[config.mk]
export PLATFORM = sky130hd
export DESIGN_NAME = pulse_order_mon
export DESIGN_NICKNAME = d
export VERILOG_FILES = /design/src/rtl/pom_pkg.sv /design/src/rtl/pom_edge_hist.sv /design/src/rtl/pom_order_fsm.sv /design/src/rtl/pom_sat_cnt.sv /design/src/rtl/pulse_order_mon.sv
export SDC_FILE = /design/constraint.sdc
export NUM_CORES = 1
export LEC_CHECK = 0
export BUFFER_PORTS_ARGS = -buffer_cell sky130_fd_sc_hd__buf_2
export CAP_MARGIN = 25
export CELL_PAD_IN_SITES_DETAIL_PLACEMENT = 2
export CELL_PAD_IN_SITES_GLOBAL_PLACEMENT = 2
export CORE_MARGIN = 3
export CORE_UTILIZATION = 37
export CTS_BUF_LIST = sky130_fd_sc_hd__clkbuf_16
export DETAILED_ROUTE_END_ITERATION = 10
export PLACE_DENSITY = 0.89
export SLEW_MARGIN = 40
export SYNTH_ARGS = -nofsm -noshare
export SYNTH_HDL_FRONTEND = slang
export SYNTH_SLANG_ARGS = --single-unit
[constraint.sdc]
create_clock -name clk_i -period 3.6 [get_ports clk_i]
set_input_delay 0.36 -clock clk_i [delete_from_list [all_inputs] [get_ports clk_i]]
set_output_delay 0.36 -clock clk_i [all_outputs]
set_load 0.01 [all_outputs]
[src/rtl/pom_pkg.sv]
package pom_pkg;
  typedef enum logic [1:0] {
    ST_IDLE = 2'd0,
    ST_OPEN = 2'd1,
    ST_SAT  = 2'd2
  } win_st_e;
endpackage

[src/rtl/pom_edge_hist.sv]
module pom_edge_hist #(
  parameter int W = 3
) (
  input  logic         clk_i,
  input  logic         rst_ni,
  input  logic [W-1:0] sig_i,
  output logic [W-1:0] prev_o,
  output logic [W-1:0] rise_o
);
  for (genvar i = 0; i < W; i++) begin : g_bit
    logic prev_q;
    always_ff @(posedge clk_i or negedge rst_ni) begin
      if (!rst_ni) prev_q <= 1'b0;
      else         prev_q <= sig_i[i];
    end
    assign prev_o[i] = prev_q;
    assign rise_o[i] = sig_i[i] & ~prev_q;
  end
endmodule

[src/rtl/pom_order_fsm.sv]
module pom_order_fsm
  import pom_pkg::*;
(
  input  logic clk_i,
  input  logic rst_ni,
  input  logic a_rise_i,
  input  logic a_fall_i,
  input  logic b_rise_i,
  input  logic c_rise_i,
  output logic err_hit_o,
  output logic pass_hit_o,
  output logic err_o,
  output logic pass_o
);
  win_st_e state_q, state_d;
  logic    check;

  // a edges take priority: a window never spans a high a
  assign check      = c_rise_i & ~a_rise_i & ~a_fall_i;
  assign err_hit_o  = check & (state_q == ST_OPEN);
  assign pass_hit_o = check & (state_q == ST_SAT);

  always_comb begin
    state_d = state_q;
    if (a_rise_i)                              state_d = ST_IDLE;
    else if (a_fall_i)                         state_d = ST_OPEN;
    else if (c_rise_i)                         state_d = ST_IDLE;
    else if (b_rise_i && state_q == ST_OPEN)   state_d = ST_SAT;
  end

  always_ff @(posedge clk_i or negedge rst_ni) begin
    if (!rst_ni) begin
      state_q <= ST_IDLE;
      err_o   <= 1'b0;
      pass_o  <= 1'b0;
    end else begin
      state_q <= state_d;
      err_o   <= err_hit_o;
      pass_o  <= pass_hit_o;
    end
  end

  AST_PASS_FROM_SAT: assert property (@(posedge clk_i) disable iff (!rst_ni)
    pass_o |-> $past(state_q) == ST_SAT);
  AST_ERR_FROM_OPEN: assert property (@(posedge clk_i) disable iff (!rst_ni)
    err_o |-> $past(state_q) == ST_OPEN);
  AST_CHECK_CLOSES: assert property (@(posedge clk_i) disable iff (!rst_ni)
    (err_o || pass_o) |-> state_q == ST_IDLE);
  AST_A_DISCARDS: assert property (@(posedge clk_i) disable iff (!rst_ni)
    a_rise_i |=> state_q == ST_IDLE);
  AST_SAT_VIA_OPEN: assert property (@(posedge clk_i) disable iff (!rst_ni)
    (state_q == ST_SAT && $past(state_q) != ST_SAT) |-> $past(state_q) == ST_OPEN);
endmodule

[src/rtl/pom_sat_cnt.sv]
module pom_sat_cnt #(
  parameter int W = 16
) (
  input  logic         clk_i,
  input  logic         rst_ni,
  input  logic         inc_i,
  output logic [W-1:0] cnt_o
);
  localparam logic [W-1:0] CNT_MAX = {W{1'b1}};

  logic [W-1:0] cnt_q;

  always_ff @(posedge clk_i or negedge rst_ni) begin
    if (!rst_ni)                       cnt_q <= '0;
    else if (inc_i && cnt_q != CNT_MAX) cnt_q <= cnt_q + 1'b1;
  end

  assign cnt_o = cnt_q;

  AST_CNT_HOLD_MAX: assert property (@(posedge clk_i) disable iff (!rst_ni)
    cnt_q == CNT_MAX |=> cnt_q == CNT_MAX);
  AST_CNT_STEP: assert property (@(posedge clk_i) disable iff (!rst_ni)
    (cnt_q == $past(cnt_q)) || (cnt_q == $past(cnt_q) + 1'b1));
endmodule

[src/rtl/pulse_order_mon.sv]
module pulse_order_mon #(
  parameter int CNT_W = 16
) (
  input  logic             clk_i,
  input  logic             rst_ni,
  input  logic             a_i,
  input  logic             b_i,
  input  logic             c_i,
  output logic             err_o,
  output logic             pass_o,
  output logic [CNT_W-1:0] err_cnt_o,
  output logic [CNT_W-1:0] pass_cnt_o
);
  localparam int NSIG = 3;

  logic [NSIG-1:0] prev, rise;
  logic            a_fall, err_hit, pass_hit;

  pom_edge_hist #(.W(NSIG)) u_edge (
    .clk_i  (clk_i),
    .rst_ni (rst_ni),
    .sig_i  ({c_i, b_i, a_i}),
    .prev_o (prev),
    .rise_o (rise)
  );

  assign a_fall = ~a_i & prev[0];

  pom_order_fsm u_fsm (
    .clk_i      (clk_i),
    .rst_ni     (rst_ni),
    .a_rise_i   (rise[0]),
    .a_fall_i   (a_fall),
    .b_rise_i   (rise[1]),
    .c_rise_i   (rise[2]),
    .err_hit_o  (err_hit),
    .pass_hit_o (pass_hit),
    .err_o      (err_o),
    .pass_o     (pass_o)
  );

  pom_sat_cnt #(.W(CNT_W)) u_err_cnt (
    .clk_i  (clk_i),
    .rst_ni (rst_ni),
    .inc_i  (err_hit),
    .cnt_o  (err_cnt_o)
  );

  pom_sat_cnt #(.W(CNT_W)) u_pass_cnt (
    .clk_i  (clk_i),
    .rst_ni (rst_ni),
    .inc_i  (pass_hit),
    .cnt_o  (pass_cnt_o)
  );

  AST_STROBE_EXCL: assert property (@(posedge clk_i) disable iff (!rst_ni)
    !(err_o && pass_o));
  AST_ERR_ONE_CYCLE: assert property (@(posedge clk_i) disable iff (!rst_ni)
    err_o |=> !err_o);
  AST_ERR_COUNTED: assert property (@(posedge clk_i) disable iff (!rst_ni)
    (err_o && $past(err_cnt_o) != {CNT_W{1'b1}}) |-> err_cnt_o == $past(err_cnt_o) + 1'b1);
  AST_PASS_COUNTED: assert property (@(posedge clk_i) disable iff (!rst_ni)
    (pass_o && $past(pass_cnt_o) != {CNT_W{1'b1}}) |-> pass_cnt_o == $past(pass_cnt_o) + 1'b1);
  AST_NO_C_NO_ERR: assert property (@(posedge clk_i) disable iff (!rst_ni)
    err_o |-> $past(c_i) && !$past(prev[2]));
endmodule

==> impl_metrics.py, run 1 <==
metrics = {
    "placement": {
        "dp_hpwl_mm": 3.773,
        "io_buffers": 38,
        "routabilityCongestion": 0.7785,
    },
    "critical_path": {
        "critPathBufInv": 0,
        "r2r-start": "u_err_cnt.cnt_o[0]$_DFFE_PN0P_",
        "max_stage_delay_ns": 0.44,
        "end_kind": "register",
        "start_kind": "register",
        "crit_type": "register to register",
        "r2r-end": "u_err_cnt.cnt_o[1]$_DFFE_PN0P_",
        "crit_path_max_fanout": 10,
        "arrival_ns": 2.16,
        "r2r_cells": 5,
        "worstPathRequired_ns": 3.76,
        "r2r_slack_ns": 1.60,
        "cp-startpoint": "u_err_cnt.cnt_o[0]$_DFFE_PN0P_",
        "cp_cell_sequence": "ha_1 > nand3_1 > nor3_4 > a21oi_2 > mux2_1",
        "crit_family": "simple AND/OR/NAND/NOR gates",
        "cp_slowest_cell": "nor3_4",
    },
    "timing": {
        "timing.final.hold_violations": 0,
        "slew_headroom_pct": 66.43,
        "worstMarginPinSlew_ns": 0.5036,
        "period_minus_slack_ns": 1.998,
        "rsz0062_at_grt": "no",
        "tns_ns": 0,
        "setup_viol": 0,
        "min_period_over_period_pct": 55.51,
        "slew_violations": 0,
        "fmax_ghz": 0.5004,
        "fin_skew_ns": 0.003825,
    },
    "cells_and_area": {
        "antenna_cells": 0,
        "layout-drive-gt1-share_pct": 29.82,
        "layout.nets": 224,
        "layout_commonest_cell": "dfrtp_1",
        "seq_area_um2": 975.9,
        "multi_input_area_um2": 928.4,
        "fin_util_pct": 47.72,
        "area_growth_pct": 20.68,
        "layout_common_cells": "39 x dfrtp_1, 37 x buf_2, 20 x xor2_1",
        "fillers": 523,
    },
    "die": {
        "core-area_mm2": 0.004911,
        "fp.dieH_um": 78.45,
        "start_util_pct": 39.54,
        "die_w_um": 78.45,
        "dieArea_mm2": 0.006154,
        "io_pins": 39,
        "rows": 25,
    },
    "drt": {
        "drt_iter0_markers": 26,
        "drc": 0,
        "routed_via_density": 5.463,
        "routed_wl_mm": 5.267,
        "wire_per_inst_um": 18.48,
        "drtAntennaViolNets": 0,
        "first_pass_iters": 4,
        "vias": 1557,
    },
    "clock_network": {
        "cts_resized": 0,
        "cts_made_buffers": 5,
        "htree_num_levels": 2,
        "post_cts_buffers": 0,
        "cts_tree": "built",
        "clockRootBuffer": "clkbuf_16",
        "postCtsHoldBufs": 0,
        "worstSkewPairLatency_ns": 0.28,
        "clkTransAtPathRegs_ns": 0.06,
        "clock_sinks": 39,
        "cts.path.max_buffers": 2,
    },
    "power_and_ir_drop": {
        "p_sw_w": 0.0002617,
        "power.leakage_nw": 1.225,
        "power.density_mw_per_mm2": 434.4,
        "p_int_w": 0.0007563,
        "p_sw_share_pct": 25.71,
        "p_seq_share_pct": 49.3,
        "irDropWorstVdd_v": 0.0002964,
        "combinationalPowerShare_pct": 9.6,
        "total_power_w": 0.001018,
        "clockPowerShare_pct": 41.1,
    },
    "synthesis": {
        "ys_types": 35,
        "ys.flop_type": "dfrtp_1",
        "syn_area_mm2": 0.001942,
        "synth_seq_cells": 39,
        "netlist.area_leader.share_pct": 50.26,
        "synthCells": 175,
        "yosysTopAreaCell": "dfrtp_1",
        "ys_warn_count": 0,
        "seq_area_frac_synth_pct": 50.26,
        "synth_edf_count": 0,
        "synthTopCellsByArea": "dfrtp_1 50%, xor2_1 9.0%, nand3_1 3.9%",
        "async_reset_ff_share_pct": 100.0,
        "avgSynthCellArea_um2": 11.10,
        "syn_nets": 182,
    },
    "global_routing": {
        "grt_pass1_wl_mm": 9.018,
        "grt_max_degree": 40,
        "grt_pass1_vias": 1728,
        "gr-total-overflow": 0,
        "grtUsageTotal_pct": 18.70,
        "antenna_found_initial": 0,
    },
    "job": {
        "maxCapViolCount": 0,
    },
    "worst_hold_path": {
        "min_path_type": "input port to asynchronous set/reset pin",
    },
    "status": {
        "status": "finished, final reports clean",
    },
}
==> cell type report <==
type	count	area share [%]
Multi-Input combinational cell	127	39.62
Sequential cell	39	41.64
Clock inverter	3	0.6407
Clock buffer	5	5.339
Inverter	6	0.9610
Tap cell	67	3.577
Timing Repair Buffer	38	8.222
==> synth_stat cells (all sizes together), types with 2 or more instances <==
cell / n
nand2: 13
inv: 6
dfrtp: 39
nand3: 16
nor4: 8
buf: 3
xor2: 20
a31oi: 5
a21oi: 7
nor3: 8
nand2b: 3
and3: 3
and4: 2
nand4: 7
mux2: 6
a2111oi: 2
ha: 2
a211oi: 5
nor4b: 2
xnor2: 2
nor2: 8
and4bb: 2
==> cells by family after synthesis <==
logic type                 count (synthesis)  synth area share, %
AOI/OAI and AO/OA                         23                8.892
and+or+nand+nor                           73                23.33
xor gates and xnor gates                  22                10.31
muxes                                      6                3.479
DFF                                       39                50.26
buffers and inverters                      9                1.933
adders and majority gates                  3                1.804
==> sequential cells by signal, indices dropped and copies added (netlist names) <==
name                 flops
u_edge.g_bit.prev_q      3
u_err_cnt.cnt_o         16
u_fsm.err_o              1
u_pass_cnt.cnt_o        16
u_fsm.pass_o             1
u_fsm.state_q            2
==> metal layers <==
| metal | vias to the layer above | track usage [%] | share of wire, % |
|---|---|---|---|
| li1 | 729 | - | - |
| met1 | 788 | 21.23 | 42 |
| met2 | 32 | 34.93 | 53 |
| met3 | 8 | 3.784 | 3.4 |
| met4 | 0 | 5.769 | 1.4 |
| met5 | - | 0 | 0 |
==> power by group through the flow <==
| stage | clock [W] | combinational, W | sequential [W] |
|---|---|---|---|
| 2_1_floorplan | 0 | 0.0000541 | 0.000505 |
| 3_3_place_gp | 0 | 0.0000965 | 0.000506 |
| 3_5_place_dp | 0 | 0.000100 | 0.000509 |
| 4_1_cts | 0.000433 | 0.000102 | 0.000502 |
| 5_1_grt | 0.000456 | 0.000109 | 0.000507 |
| 6_report | 0.000418 | 0.0000978 | 0.000502 |
==> worst max path at each step <==
stage / to / slack [ns] / depth (start not counted)
after floorplan: u_err_cnt.cnt_o[1]$_DFFE_PN0P_ / 1.84 / 5
after global placement: u_err_cnt.cnt_o[1]$_DFFE_PN0P_ / 1.66 / 5
after detailed placement: u_err_cnt.cnt_o[1]$_DFFE_PN0P_ / 1.61 / 5
after CTS: u_err_cnt.cnt_o[1]$_DFFE_PN0P_ / 1.60 / 5
after global routing: u_err_cnt.cnt_o[1]$_DFFE_PN0P_ / 1.48 / 5
final: u_err_cnt.cnt_o[1]$_DFFE_PN0P_ / 1.60 / 5
==> per-stage QoR <==
stage	cells	cell area [µm²]	hold slack, ns	worst slack, ns
2_1_floorplan	175	1942	0.06441	1.837
3_3_place_gp	277	2201	0.4793	1.665
3_5_place_dp	277	2203	0.3687	1.612
4_1_cts	285	2344	0.06818	1.598
5_1_grt	285	2344	0.08922	1.482
6_report	285	2344	0.04449	1.602
Power figures use the tool's default switching activity.
==> run 2, diff against run 1 <==
--- a/config.mk
+++ b/config.mk
@@ -10,10 +10,10 @@
 export CELL_PAD_IN_SITES_DETAIL_PLACEMENT = 2
 export CELL_PAD_IN_SITES_GLOBAL_PLACEMENT = 2
 export CORE_MARGIN = 3
-export CORE_UTILIZATION = 37
+export CORE_UTILIZATION = 31
 export CTS_BUF_LIST = sky130_fd_sc_hd__clkbuf_16
 export DETAILED_ROUTE_END_ITERATION = 10
-export PLACE_DENSITY = 0.89
+export PLACE_DENSITY = 0.8
 export SLEW_MARGIN = 40
 export SYNTH_ARGS = -nofsm -noshare
 export SYNTH_HDL_FRONTEND = slang
==> constraint.sdc (replaced) <==
create_clock -name clk_i -period 1.7 [get_ports clk_i]
set_input_delay 0.17 -clock clk_i [delete_from_list [all_inputs] [get_ports clk_i]]
set_output_delay 0.17 -clock clk_i [all_outputs]
set_load 0.01 [all_outputs]
==> impl_metrics.py, run 2 (synthesis gave the netlist of run 1 again) <==
metrics = {
    "global_routing": {
        "grt_max_degree": 15,
        "grtUsageTotal_pct": 17.06,
        "gr-total-overflow": 0,
        "grt_pass1_vias": 1882,
        "antenna_found_initial": 0,
        "grt_pass1_wl_mm": 9.749,
    },
    "timing": {
        "fmax_ghz": 0.6044,
        "rsz0062_at_grt": "yes",
        "fin_skew_ns": 0.005211,
        "timing.final.hold_violations": 0,
        "period_minus_slack_ns": 1.654,
        "fin_ws_ns": 0.04556,
        "setup_viol": 0,
        "worstMarginPinSlew_ns": 0.5056,
        "min_period_over_period_pct": 97.32,
        "slew_violations": 0,
        "slew_headroom_pct": 66.00,
    },
    "power_and_ir_drop": {
        "power.density_mw_per_mm2": 851.9,
        "irDropWorstVdd_v": 0.0004452,
        "clockPowerShare_pct": 39.8,
        "p_sw_w": 0.0006130,
        "p_int_w": 0.001661,
        "p_sw_share_pct": 26.95,
        "total_power_w": 0.002275,
        "p_seq_share_pct": 46.4,
        "combinationalPowerShare_pct": 13.8,
        "power.leakage_nw": 1.365,
    },
    "drt": {
        "first_pass_iters": 3,
        "vias": 1689,
        "drtAntennaViolNets": 0,
        "top_layer": "met4",
        "wire_per_inst_um": 18.88,
        "wl_met1_mm": 2.580,
        "drc": 0,
        "routed_via_density": 5.229,
        "wl_met3_um": 184,
        "routed_wl_mm": 6.098,
        "drt_iter0_markers": 26,
        "dr_wl_met2_mm": 3.281,
    },
    "clock_network": {
        "clock_sinks": 39,
        "htree_num_levels": 2,
        "cts_tree": "built",
        "cts_made_buffers": 5,
        "clkTransAtPathRegs_ns": 0.06,
        "worstSkewPairLatency_ns": 0.28,
        "cts.path.max_buffers": 2,
        "clockRootBuffer": "clkbuf_16",
    },
    "die": {
        "fp.dieH_um": 85.15,
        "io_pins": 39,
        "start_util_pct": 32.41,
        "dieArea_mm2": 0.007250,
        "core-area_mm2": 0.005991,
        "die_w_um": 85.15,
        "rows": 28,
    },
    "critical_path": {
        "worstPathRequired_ns": 1.87,
        "r2r-end": "u_pass_cnt.cnt_o[1]$_DFFE_PN0P_",
        "arrival_ns": 1.82,
        "critPathBufInv": 1,
        "cp_cell_sequence": "xnor2_2 > buf_4 > nand2_1 > a21oi_2 > mux2_2",
        "max_stage_delay_ns": 0.42,
        "end_kind": "register",
        "crit_path_max_fanout": 4,
        "crit_type": "register to register",
        "r2r-start": "u_edge.g_bit[0].prev_q$_DFF_PN0_",
        "start_kind": "register",
        "r2r_cells": 5,
        "crit_family": "flip-flops",
        "r2r_slack_ns": 0.05,
        "cp_slowest_cell": "dfrtp_1",
        "cp.depth": 5,
    },
    "cells_and_area": {
        "layout.nets": 254,
        "fillers": 663,
        "antenna_cells": 0,
        "layout-drive-gt1-share_pct": 43.15,
        "layout_common_cells": "38 x buf_2, 37 x dfrtp_1, 29 x buf_4",
        "area_growth_pct": 37.50,
        "design_area_mm2": 0.002670,
        "layout_commonest_cell": "buf_2",
        "fin_util_pct": 44.57,
    },
    "worst_hold_path": {
        "holdPathStages": 1,
        "min_from": "b_i",
        "min_to": "u_edge.g_bit[1].prev_q$_DFF_PN0_",
        "min_path_type": "input port to register",
    },
    "placement": {
        "placed_area_mm2": 0.002444,
        "routabilityCongestion": 0.7555,
        "io_buffers": 38,
        "pre_cts_slack_ns": -0.08215,
        "dp_hpwl_mm": 4.454,
    },
    "job": {
        "maxCapViolCount": 0,
    },
    "status": {
        "status": "finished, final reports clean",
    },
}
run 2: changes by cell type in the layout (fill, tap and decap cells not counted), sizes merged:
| cell | before | now |
|---|---|---|
| clkinvlp | 0 | 1 |
| clkinv | 3 | 2 |
| dlygate4sd3 | 0 | 1 |
| buf | 38 | 67 |
run 2: worst reg2reg max path, stage by stage (launching register included):
cell and delay [ns]:
dfrtp_1 0.42, xnor2_2 0.25, buf_4 0.18, nand2_1 0.08, a21oi_2 0.23, mux2_2 0.37
run 2: through the flow:
stage,setup TNS [ns],hold WS (ns),cells
2_1_floorplan,0,-0.1256,175
3_3_place_gp,0,0.08647,313
3_5_place_dp,-0.08410,0.09375,313
4_1_cts,0,0.02828,322
5_1_grt,-0.2804,0.03575,323
6_report,0,0.03206,323
run 2: power groups by stage:
stage	sequential, W	combinational, W	clock, W
2_1_floorplan	0.00109	0.000134	0
3_3_place_gp	0.00106	0.000296	0
3_5_place_dp	0.00107	0.000309	0
4_1_cts	0.00105	0.000315	0.000936
5_1_grt	0.00106	0.000348	0.000987
6_report	0.00106	0.000314	0.000906
run 2: cell type report:
type / instances / area [µm²] / share of cell area [%]
repair buffers: 68 / 417.9 / 15.65
flip-flops and latches: 39 / 978.4 / 36.64
inverters: 6 / 22.52 / 0.8435
well taps: 75 / 93.84 / 3.515
multi-input cells: 127 / 1017 / 38.10
clock inverters: 3 / 15.01 / 0.5623
clock buffers: 5 / 125.1 / 4.686
run 2: worst max-delay path by stage:
stage | start | end | slack, ns
floorplan | u_pass_cnt.cnt_o[0]$_DFFE_PN0P_ | u_pass_cnt.cnt_o[12]$_DFFE_PN0P_ | 0.002
global placement | u_err_cnt.cnt_o[0]$_DFFE_PN0P_ | u_err_cnt.cnt_o[5]$_DFFE_PN0P_ | 0.11
detailed placement | u_pass_cnt.cnt_o[12]$_DFFE_PN0P_ | u_pass_cnt.cnt_o[11]$_DFFE_PN0P_ | -0.08
CTS | u_pass_cnt.cnt_o[12]$_DFFE_PN0P_ | u_pass_cnt.cnt_o[7]$_DFFE_PN0P_ | 0.01
global route | u_edge.g_bit[0].prev_q$_DFF_PN0_ | u_pass_cnt.cnt_o[1]$_DFFE_PN0P_ | -0.06
finish | u_edge.g_bit[0].prev_q$_DFF_PN0_ | u_pass_cnt.cnt_o[1]$_DFFE_PN0P_ | 0.05
run 2: per-layer routing:
layer | vias to the layer above | global-route usage (%)
met1 | 859 | 19.77
met5 | - | 0
met2 | 32 | 31.29
met3 | 4 | 3.301
li1 | 794 | -
met4 | 0 | 5.612
run 2: timing repair:
| action | CTS | global route |
|---|---|---|
| hold buffers | 1 | 0 |
| hold endpoints to repair | 12 | 0 |
| setup buffers | 0 | 1 |
| endpoints found under the setup margin | 4 | 18 |
| pin swaps | 1 | 2 |
| cloned | 0 | 0 |
| gates resized for setup | 1 | 11 |
==> run 3, diff against run 2 <==
--- a/config.mk
+++ b/config.mk
@@ -13,6 +13,7 @@
 export CORE_UTILIZATION = 31
 export CTS_BUF_LIST = sky130_fd_sc_hd__clkbuf_16
 export DETAILED_ROUTE_END_ITERATION = 10
+export HOLD_SLACK_MARGIN = 0.06
 export PLACE_DENSITY = 0.8
 export SLEW_MARGIN = 40
 export SYNTH_ARGS = -nofsm -noshare
==> impl_metrics.py, run 3 (synthesis gave the netlist of run 1 again) <==
metrics = {
    "die": {
        "start_util_pct": 32.41,
        "dieArea_mm2": 0.007250,
        "die_w_um": 85.15,
        "rows": 28,
        "io_pins": 39,
        "core-area_mm2": 0.005991,
        "fp.dieH_um": 85.15,
    },
    "critical_path": {
        "worstPathRequired_ns": 1.87,
        "crit_path_max_fanout": 4,
        "cp_cell_sequence": "xnor2_2 > buf_4 > nand2_1 > a21oi_2 > mux2_2",
        "critPathBufInv": 1,
        "crit_family": "flip-flops",
        "cp_slowest_cell": "dfrtp_1",
        "arrival_ns": 1.81,
        "crit_type": "register to register",
        "end_kind": "register",
        "max_stage_delay_ns": 0.42,
        "start_kind": "register",
    },
    "cells_and_area": {
        "layout-drive-gt1-share_pct": 42.63,
        "multi_input_area_mm2": 0.001017,
        "seq_area_um2": 978.4,
        "area_growth_pct": 39.05,
        "fillers": 663,
        "layout_commonest_cell": "buf_2",
        "layout_common_cells": "38 x buf_2, 37 x dfrtp_1, 29 x buf_4",
        "antenna_cells": 0,
        "layout.nets": 257,
        "instances_no_fill": 326,
    },
    "drt": {
        "drt_iter0_markers": 30,
        "first_pass_iters": 4,
        "drc": 0,
        "drtAntennaViolNets": 0,
        "wire_per_inst_um": 18.72,
        "vias": 1695,
        "routed_wl_mm": 6.102,
        "routed_via_density": 5.199,
    },
    "power_and_ir_drop": {
        "power.density_mw_per_mm2": 843.8,
        "p_sw_share_pct": 26.91,
        "combinationalPowerShare_pct": 13.9,
        "p_seq_share_pct": 46.3,
        "irDropWorstVdd_v": 0.0004417,
        "p_int_w": 0.001665,
        "power.leakage_nw": 1.378,
        "clockPowerShare_pct": 39.8,
        "p_sw_w": 0.0006131,
    },
    "timing": {
        "rsz0062_at_grt": "yes",
        "fin_ws_ns": 0.05250,
        "slew_violations": 0,
        "worstMarginPinSlew_ns": 0.4959,
        "fmax_ghz": 0.6070,
        "slew_headroom_pct": 66.66,
        "timing.final.hold_violations": 0,
        "period_minus_slack_ns": 1.647,
        "fin_skew_ns": 0.004915,
        "min_period_over_period_pct": 96.91,
        "setup_viol": 0,
        "tns_ns": 0,
    },
    "placement": {
        "routabilityCongestion": 0.7555,
        "io_buffers": 38,
        "dp_hpwl_mm": 4.454,
        "pre_cts_slack_ns": -0.08215,
        "dp.cells": 313,
    },
    "job": {
        "maxCapViolCount": 0,
    },
    "global_routing": {
        "grt_max_degree": 15,
        "grtUsageTotal_pct": 17.18,
        "grt_pass1_wl_mm": 9.798,
        "antenna_found_initial": 0,
        "gr-total-overflow": 0,
        "grt_pass1_vias": 1895,
    },
    "status": {
        "status": "finished, final reports clean",
    },
    "clock_network": {
        "clkTransAtPathRegs_ns": 0.06,
        "cts.path.max_buffers": 2,
        "clock_sinks": 39,
        "clockRootBuffer": "clkbuf_16",
        "worstSkewPairLatency_ns": 0.28,
        "cts_tree": "built",
        "cts_made_buffers": 5,
        "htree_num_levels": 2,
    },
    "worst_hold_path": {
        "min_path_type": "input port to register",
    },
}
-- run 3: cell count changes in the layout (fill, tap and decap cells not counted) --
cell / delta
dlygate4sd3_1: +3
-- run 3: layout make-up --
cell class | instances | share of cell area, %
tap | 75 | 3.475
multi-input combinational | 127 | 37.67
clock buffer | 5 | 4.634
timing repair buffer | 71 | 16.59
clock inverter | 3 | 0.5561
inverter | 6 | 0.8341
sequential | 39 | 36.24
-- run 3: path summary, 6_finish.rpt --
kind                                                        from                          endpoint  slack (ns)  depth (start not counted)
max in group asynchronous                                 rst_ni   u_pass_cnt.cnt_o[6]$_DFFE_PN0P_        0.84                          3
worst min-delay path                                         c_i      u_fsm.state_q[1]$_DFFE_PN0P_        0.23                          4
min in group asynchronous                                 rst_ni   u_err_cnt.cnt_o[10]$_DFFE_PN0P_        0.35                          2
worst max register to register  u_edge.g_bit[0].prev_q$_DFF_PN0_   u_pass_cnt.cnt_o[1]$_DFFE_PN0P_        0.05                          5
worst max-delay path            u_edge.g_bit[0].prev_q$_DFF_PN0_   u_pass_cnt.cnt_o[1]$_DFFE_PN0P_        0.05                          5
worst min register to register  u_pass_cnt.cnt_o[14]$_DFFE_PN0P_  u_pass_cnt.cnt_o[14]$_DFFE_PN0P_        0.52                          1
-- run 3: layer usage --
layer,routed length [µm],part of all wire [%],up-vias,GRT usage (%)
met5,0,0,-,0
met4,51,0.84,0,5.612
met3,196,3.2,4,3.301
met2,3282,54,34,31.71
met1,2573,42,858,19.77
li1,-,-,799,-
-- run 3: what timing repair did --
item	4_1_cts	5_1_grt
resized for setup	1	11
hold buffers	4	0
setup buffers	0	1
endpoints found under the hold margin	15	0
setup endpoints to repair	4	18
pin swaps	1	2
-- run 3: stage by stage --
stage	util (%)	power, W	instance area [µm²]	hold slack (ns)
3_5_place_dp	40.79	0.001379	2444	0.09375
3_3_place_gp	40.79	0.001357	2444	0.08647
2_1_floorplan	-	0.001219	1964	-0.1256
5_1_grt	45.07	0.002402	2700	0.2650
6_report	45.07	0.002278	2700	0.2308
4_1_cts	43.90	0.002310	2630	0.2419
-- run 3: tightest hold or removal path: cells and delay by family --
kind	cells	cell delay, ns
buf+inv	1	0.11
simple gates	3	0.20
-- run 3: power by group through the flow --
| stage | Combinational, W | Sequential, W | Clock, W |
|---|---|---|---|
| 5_1_grt | 0.000351 | 0.00106 | 0.000987 |
| 3_5_place_dp | 0.000309 | 0.00107 | 0 |
| 4_1_cts | 0.000320 | 0.00105 | 0.000936 |
| 3_3_place_gp | 0.000296 | 0.00106 | 0 |
| 6_report | 0.000317 | 0.00105 | 0.000907 |
| 2_1_floorplan | 0.000134 | 0.00109 | 0 |
